`src/rtl/conout_pkg.sv`:
```
package conout_pkg;

    typedef enum logic [0:0] {
        ST_READY = 1'b0,
        ST_BUSY  = 1'b1
    } conout_state_e;

    typedef struct packed {
        logic stat_rd;
        logic data_rd;
        logic data_wr;
    } conout_sel_t;

endpackage

```
`src/rtl/conout_decode.sv`:
```
module conout_decode
    import conout_pkg::*;
#(
    parameter int unsigned          ADDR_W    = 16,
    parameter logic [ADDR_W-1:0]    STAT_ADDR = 16'hF3FC,
    parameter logic [ADDR_W-1:0]    DATA_ADDR = 16'hF3FF
) (
    input  logic [ADDR_W-1:0] addr,
    input  logic              rd,
    input  logic              wr,
    output conout_sel_t       sel
);

    logic stat_match;
    logic data_match;

    always_comb begin
        stat_match  = (addr == STAT_ADDR);
        data_match  = (addr == DATA_ADDR);
        sel.stat_rd = rd && stat_match;
        sel.data_rd = rd && data_match;
        // the status word has no writable state
        sel.data_wr = wr && data_match;
    end

endmodule

```
`src/rtl/conout_fsm.sv`:
```
module conout_fsm
    import conout_pkg::*;
#(
    parameter int unsigned CHAR_W = 8
) (
    input  logic              clk,
    input  logic              rst_n,
    input  logic              data_wr,
    input  logic [CHAR_W-1:0] wchar,
    input  logic              snk_rdy,
    output logic              ready,
    output logic              src_vld,
    output logic [CHAR_W-1:0] char_q
);

    conout_state_e state_q;
    conout_state_e state_d;
    logic          launch;

    // state register
    always_ff @(posedge clk or negedge rst_n) begin
        if (!rst_n) begin
            state_q <= ST_READY;
        end else begin
            state_q <= state_d;
        end
    end

    // transitions: launch (READY->BUSY), drain (BUSY->READY)
    always_comb begin
        state_d = state_q;
        launch  = 1'b0;
        unique case (state_q)
            ST_READY: begin
                if (data_wr) begin
                    launch  = 1'b1;
                    state_d = ST_BUSY;
                end
            end
            ST_BUSY: begin
                if (snk_rdy) begin
                    state_d = ST_READY;
                end
            end
            default: state_d = ST_READY;
        endcase
    end

    // character holding register, loaded only on launch
    always_ff @(posedge clk or negedge rst_n) begin
        if (!rst_n) begin
            char_q <= '0;
        end else if (launch) begin
            char_q <= wchar;
        end
    end

    // outputs
    always_comb begin
        ready   = 1'b0;
        src_vld = 1'b0;
        unique case (state_q)
            ST_READY: ready   = 1'b1;
            ST_BUSY:  src_vld = 1'b1;
            default:  ready   = 1'b0;
        endcase
    end

endmodule

```
`src/rtl/conout_rdmux.sv`:
```
module conout_rdmux
    import conout_pkg::*;
#(
    parameter int unsigned DATA_W = 16,
    parameter int unsigned CHAR_W = 8
) (
    input  conout_sel_t       sel,
    input  logic              ready,
    input  logic [CHAR_W-1:0] char_q,
    output logic [DATA_W-1:0] rdata,
    output logic              rhit
);

    localparam int unsigned RDY_BIT = DATA_W - 1;

    always_comb begin
        rdata = '0;
        rhit  = sel.stat_rd || sel.data_rd;
        if (sel.stat_rd) begin
            rdata[RDY_BIT] = ready;
        end
        if (sel.data_rd) begin
            rdata[CHAR_W-1:0] = char_q;
        end
    end

endmodule

```
`src/rtl/conout_port.sv`:
```
module conout_port
    import conout_pkg::*;
#(
    parameter int unsigned          ADDR_W    = 16,
    parameter int unsigned          DATA_W    = 16,
    parameter int unsigned          CHAR_W    = 8,
    parameter logic [ADDR_W-1:0]    STAT_ADDR = 16'hF3FC,
    parameter logic [ADDR_W-1:0]    DATA_ADDR = 16'hF3FF
) (
    input  logic              clk,
    input  logic              rst_n,
    input  logic [ADDR_W-1:0] bus_addr,
    input  logic [DATA_W-1:0] bus_wdata,
    input  logic              bus_rd,
    input  logic              bus_wr,
    output logic [DATA_W-1:0] bus_rdata,
    output logic              bus_rhit,
    output logic [CHAR_W-1:0] out_byte,
    output logic              out_valid,
    input  logic              out_ready
);

    conout_sel_t sel;
    logic        ready;

    conout_decode #(
        .ADDR_W    (ADDR_W),
        .STAT_ADDR (STAT_ADDR),
        .DATA_ADDR (DATA_ADDR)
    ) u_decode (
        .addr (bus_addr),
        .rd   (bus_rd),
        .wr   (bus_wr),
        .sel  (sel)
    );

    conout_fsm #(
        .CHAR_W (CHAR_W)
    ) u_fsm (
        .clk     (clk),
        .rst_n   (rst_n),
        .data_wr (sel.data_wr),
        .wchar   (bus_wdata[CHAR_W-1:0]),
        .snk_rdy (out_ready),
        .ready   (ready),
        .src_vld (out_valid),
        .char_q  (out_byte)
    );

    conout_rdmux #(
        .DATA_W (DATA_W),
        .CHAR_W (CHAR_W)
    ) u_rdmux (
        .sel    (sel),
        .ready  (ready),
        .char_q (out_byte),
        .rdata  (bus_rdata),
        .rhit   (bus_rhit)
    );

endmodule

```
`config.mk`:
```
export PLATFORM = sky130hd
export DESIGN_NAME = conout_port
export DESIGN_NICKNAME = d
export VERILOG_FILES = /design/src/rtl/conout_pkg.sv /design/src/rtl/conout_decode.sv /design/src/rtl/conout_fsm.sv /design/src/rtl/conout_rdmux.sv /design/src/rtl/conout_port.sv
export SDC_FILE = /design/constraint.sdc
export NUM_CORES = 1
export LEC_CHECK = 0
export ABC_AREA = 1
export ABC_CLOCK_PERIOD_IN_PS = 2000
export BUFFER_PORTS_ARGS = -buffer_cell sky130_fd_sc_hd__buf_4
export CORE_AREA = 2 2 44 46
export CTS_BUF_LIST = sky130_fd_sc_hd__clkbuf_8
export DETAILED_ROUTE_END_ITERATION = 8
export DIE_AREA = 0 0 46 48
export PLACE_DENSITY = 0.82
export SETUP_SLACK_MARGIN = 0.02
export SYNTH_ARGS = -nofsm -noshare
export SYNTH_HDL_FRONTEND = slang
export SYNTH_HIERARCHICAL = 1
export SYNTH_SLANG_ARGS = --single-unit
```
`constraint.sdc`:
```
create_clock -name clk -period 2 [get_ports clk]
set_clock_uncertainty 0.05 [all_clocks]
set_input_delay 0.2 -clock clk [delete_from_list [all_inputs] [get_ports clk]]
set_output_delay 0.2 -clock clk [all_outputs]
set_load 0.005 [all_outputs]
```
==> flow_results.org <==
** Run status
- Result of the run :: complete, no violations

** Power
- Total power for the finished layout comes to 444 µW.
- Dividing total power by cell area gives a power density of 436 mW/mm².
- In this run the static leakage power is 0.698 nW.
- The worst-case IR drop observed on VDD is 0.000571 V.

** Routing
- Vias post-DR :: 711
- First drt pass iteration count :: 4
- Number of nets still failing antenna checks after routing :: 0
- Summed over all layers, the routed wires come to 1650 µm.
- Routed wirelength normalized by instance count :: 9.93 µm
- After the first detailed-routing iteration, the DRC count stood at 6.
- Post-route DRC violation count :: 0
- DR vias/cell :: 4.28

** Die
- Die area :: 0.00221 mm²
- Die width :: 46 µm
- Ports placed on the boundary :: 63
- Core region area :: 0.00169 mm²
- The initialized floorplan defines 15 standard-cell rows.
- The initial utilization of the core area, before any placement, comes to 0.379.
- From bottom edge to top edge, the die measures 48 µm.

** STA
- Setup total negative slack on the finished layout was measured at 0 ns.
- Slack of the critical path :: 0.617 ns
- Setup violations remaining at the end of the flow were counted as 0.
- Setup repair after global routing left no endpoint under its margin.
- Period Utilization, post-route :: 0.691
- Counting I/O delays and the setup requirement, the final critical path takes 1.38 ns.
- Final hold violation count :: 0
- Based on the critical path, the design can be clocked at up to 723 MHz.
- Number of pins with negative max-slew slack in the final report :: 0

** Worst setup path
- Highest fanout seen on the critical path :: 9
- Data arrival, critical path :: 1.13 ns
- STA classifies the critical path endpoint as an output pin.
- For the worst setup path, the data required time is 1.75 ns.
- Worst setup SP type :: primary input
- Worst Setup Path Type :: primary input to output pin

** Synthesis
- Yosys printed 6 warnings.
- Synth Register Bits :: 9
- Summing every instance area after synthesis gives 639 µm².
- In this run, distinct cell masters in the synthesized netlist total 13.
- Portion of the post-synthesis area used by sequential elements :: 0.352
- Mean cell area of the mapped netlist :: 6.46 µm²
- Synthesis produced 99 cells.

** Hold path
- The tightest min-delay check is of the primary input to flop type.

** Placement
- Number of cells in the design after placement :: 161
- IO buf count :: 47
- Placement-stage worst setup slack :: 0.620 ns
- The congestion estimate from routability-driven global placement came to 0.684.
- Detailed placer's ending HPWL :: 1310 µm

** Global routing
- Pin count of the biggest net entering global routing :: 12
- The via count of the first global-routing pass is 677.
- The first global-routing pass estimated 2680 µm of wire.
- Antenna violations before repair :: 0
- Global routing finished with a remaining overflow of 0.
- GRT Util Overall :: 0.167

** Finish
- Net count of the finished layout :: 187
- Count of non-filler cells in the finished layout :: 166
- Antenna diode instance count :: 0
- Fraction of final layout cells with drive strength greater than 1 :: 0.376
- Counting the fill cells in the layout gives 154.
- Layout-stage area growth over the synthesis result :: 59.5%

** Flow run
- Max-cap violations in this run came to 0.

** Clock network
- In this run the number of H-tree levels came out at 1.
- Clock edge transition at the registers on the reported setup and hold paths :: 0.04 ns
- The clock net in this run drives a total of 9 sinks.
- PostCTS Resize Cnt :: 0
- TritonCTS built the clock tree.
- In this run the deepest clock path goes through 2 buffers.
- Buffer cell driving the clock tree root :: clkbuf_8
- Clock insertion delay at the later pin of the skew report :: 0.23 ns
- Counting the buffers created by CTS gives 3.
-- metal layers --
layer	share of wire	track usage	up-vias
li1	-	-	370
met1	0.37	0.176	316
met2	0.57	0.325	23
met3	0.047	0.0491	2
met4	0.0073	0.0400	0
met5	0	0	-
-- cell usage in the layout, fill, tap and decap left out --
cell,count
dlygate4sd3_1,1
conb_1,7
nand2_4,1
clkbuf_8,3
nand3_1,9
inv_1,22
inv_2,1
nand2_1,38
nor2_1,6
dfrtp_1,9
buf_4,49
nor2_2,1
nor3_1,1
o21ai_2,1
-- synthesized netlist by cell type (all sizes together) --
cell	n	share of area
buf	10	0.14
conb	1	0.0059
dfrtp	9	0.35
inv	22	0.13
nand2	39	0.24
nand3	9	0.070
nor2	7	0.045
nor3	1	0.0078
o21ai	1	0.014
-- per-stage QoR --
step	hold slack, ns	instance area [µm²]	utilization
after global routing	0.0877	1020	0.604
after detailed placement	-0.0173	965	0.571
after global placement	-0.0230	965	0.571
after CTS	0.0849	1020	0.604
final	0.0919	1020	0.604
after floorplan	-0.146	662	-
-- worst paths after layout --
kind	slack (ns)	endpoint	cells after the start	from
max	0.62	bus_rdata[4]	10	bus_addr[11]
min	0.09	u_fsm/state_q	2	out_ready
max reg2reg	0.99	u_fsm/char_q[3]	4	u_fsm/state_q
min reg2reg	0.44	u_fsm/char_q[7]	2	u_fsm/char_q[7]
max in group asynchronous	1.49	u_fsm/char_q[0]	2	rst_n
min in group asynchronous	0.28	u_fsm/char_q[2]	2	rst_n
-- cells by family after synthesis --
logic type	synth area share
buffers and inverters	0.264
DFF	0.352
other	0.00587
and+or+nand+nor	0.364
AOI/OAI and AO/OA	0.0137
-- layout make-up --
cell class / instances / area [µm²] / area share
clock buffers: 3 / 41.3 / 0.0405
multi-input cells: 64 / 268 / 0.263
repair buffers: 50 / 378 / 0.371
inverters: 22 / 82.6 / 0.0810
well taps: 17 / 21.3 / 0.0209
flip-flops and latches: 9 / 225 / 0.221
clock inverters: 1 / 3.75 / 0.00368
-- timing repair --
action	in CTS	in global routing
hold buffers	1	0
endpoints found under the hold margin	9	0
buffers inserted	0	0
-- where the power goes --
group	internal, mW	switching [mW]
clock network	0.133	0.0667
registers	0.183	0.0000417
logic	0.0393	0.0220
total	0.355	0.0888
-- worst max-delay path, stage by stage --
cell     delay, ns
buf_4         0.11
nor2_1        0.09
nand2_1       0.07
nor2_2        0.12
nand2_1       0.07
nor2_1        0.09
buf_4         0.17
nand2_1       0.06
inv_1         0.05
buf_4         0.10
-- sequential cells by signal, summed over array words and instances, names as in the netlist --
signal         flops
u_fsm/state_q      1
u_fsm/char_q       8
No activity file was read; power rests on OpenSTA's default activity.
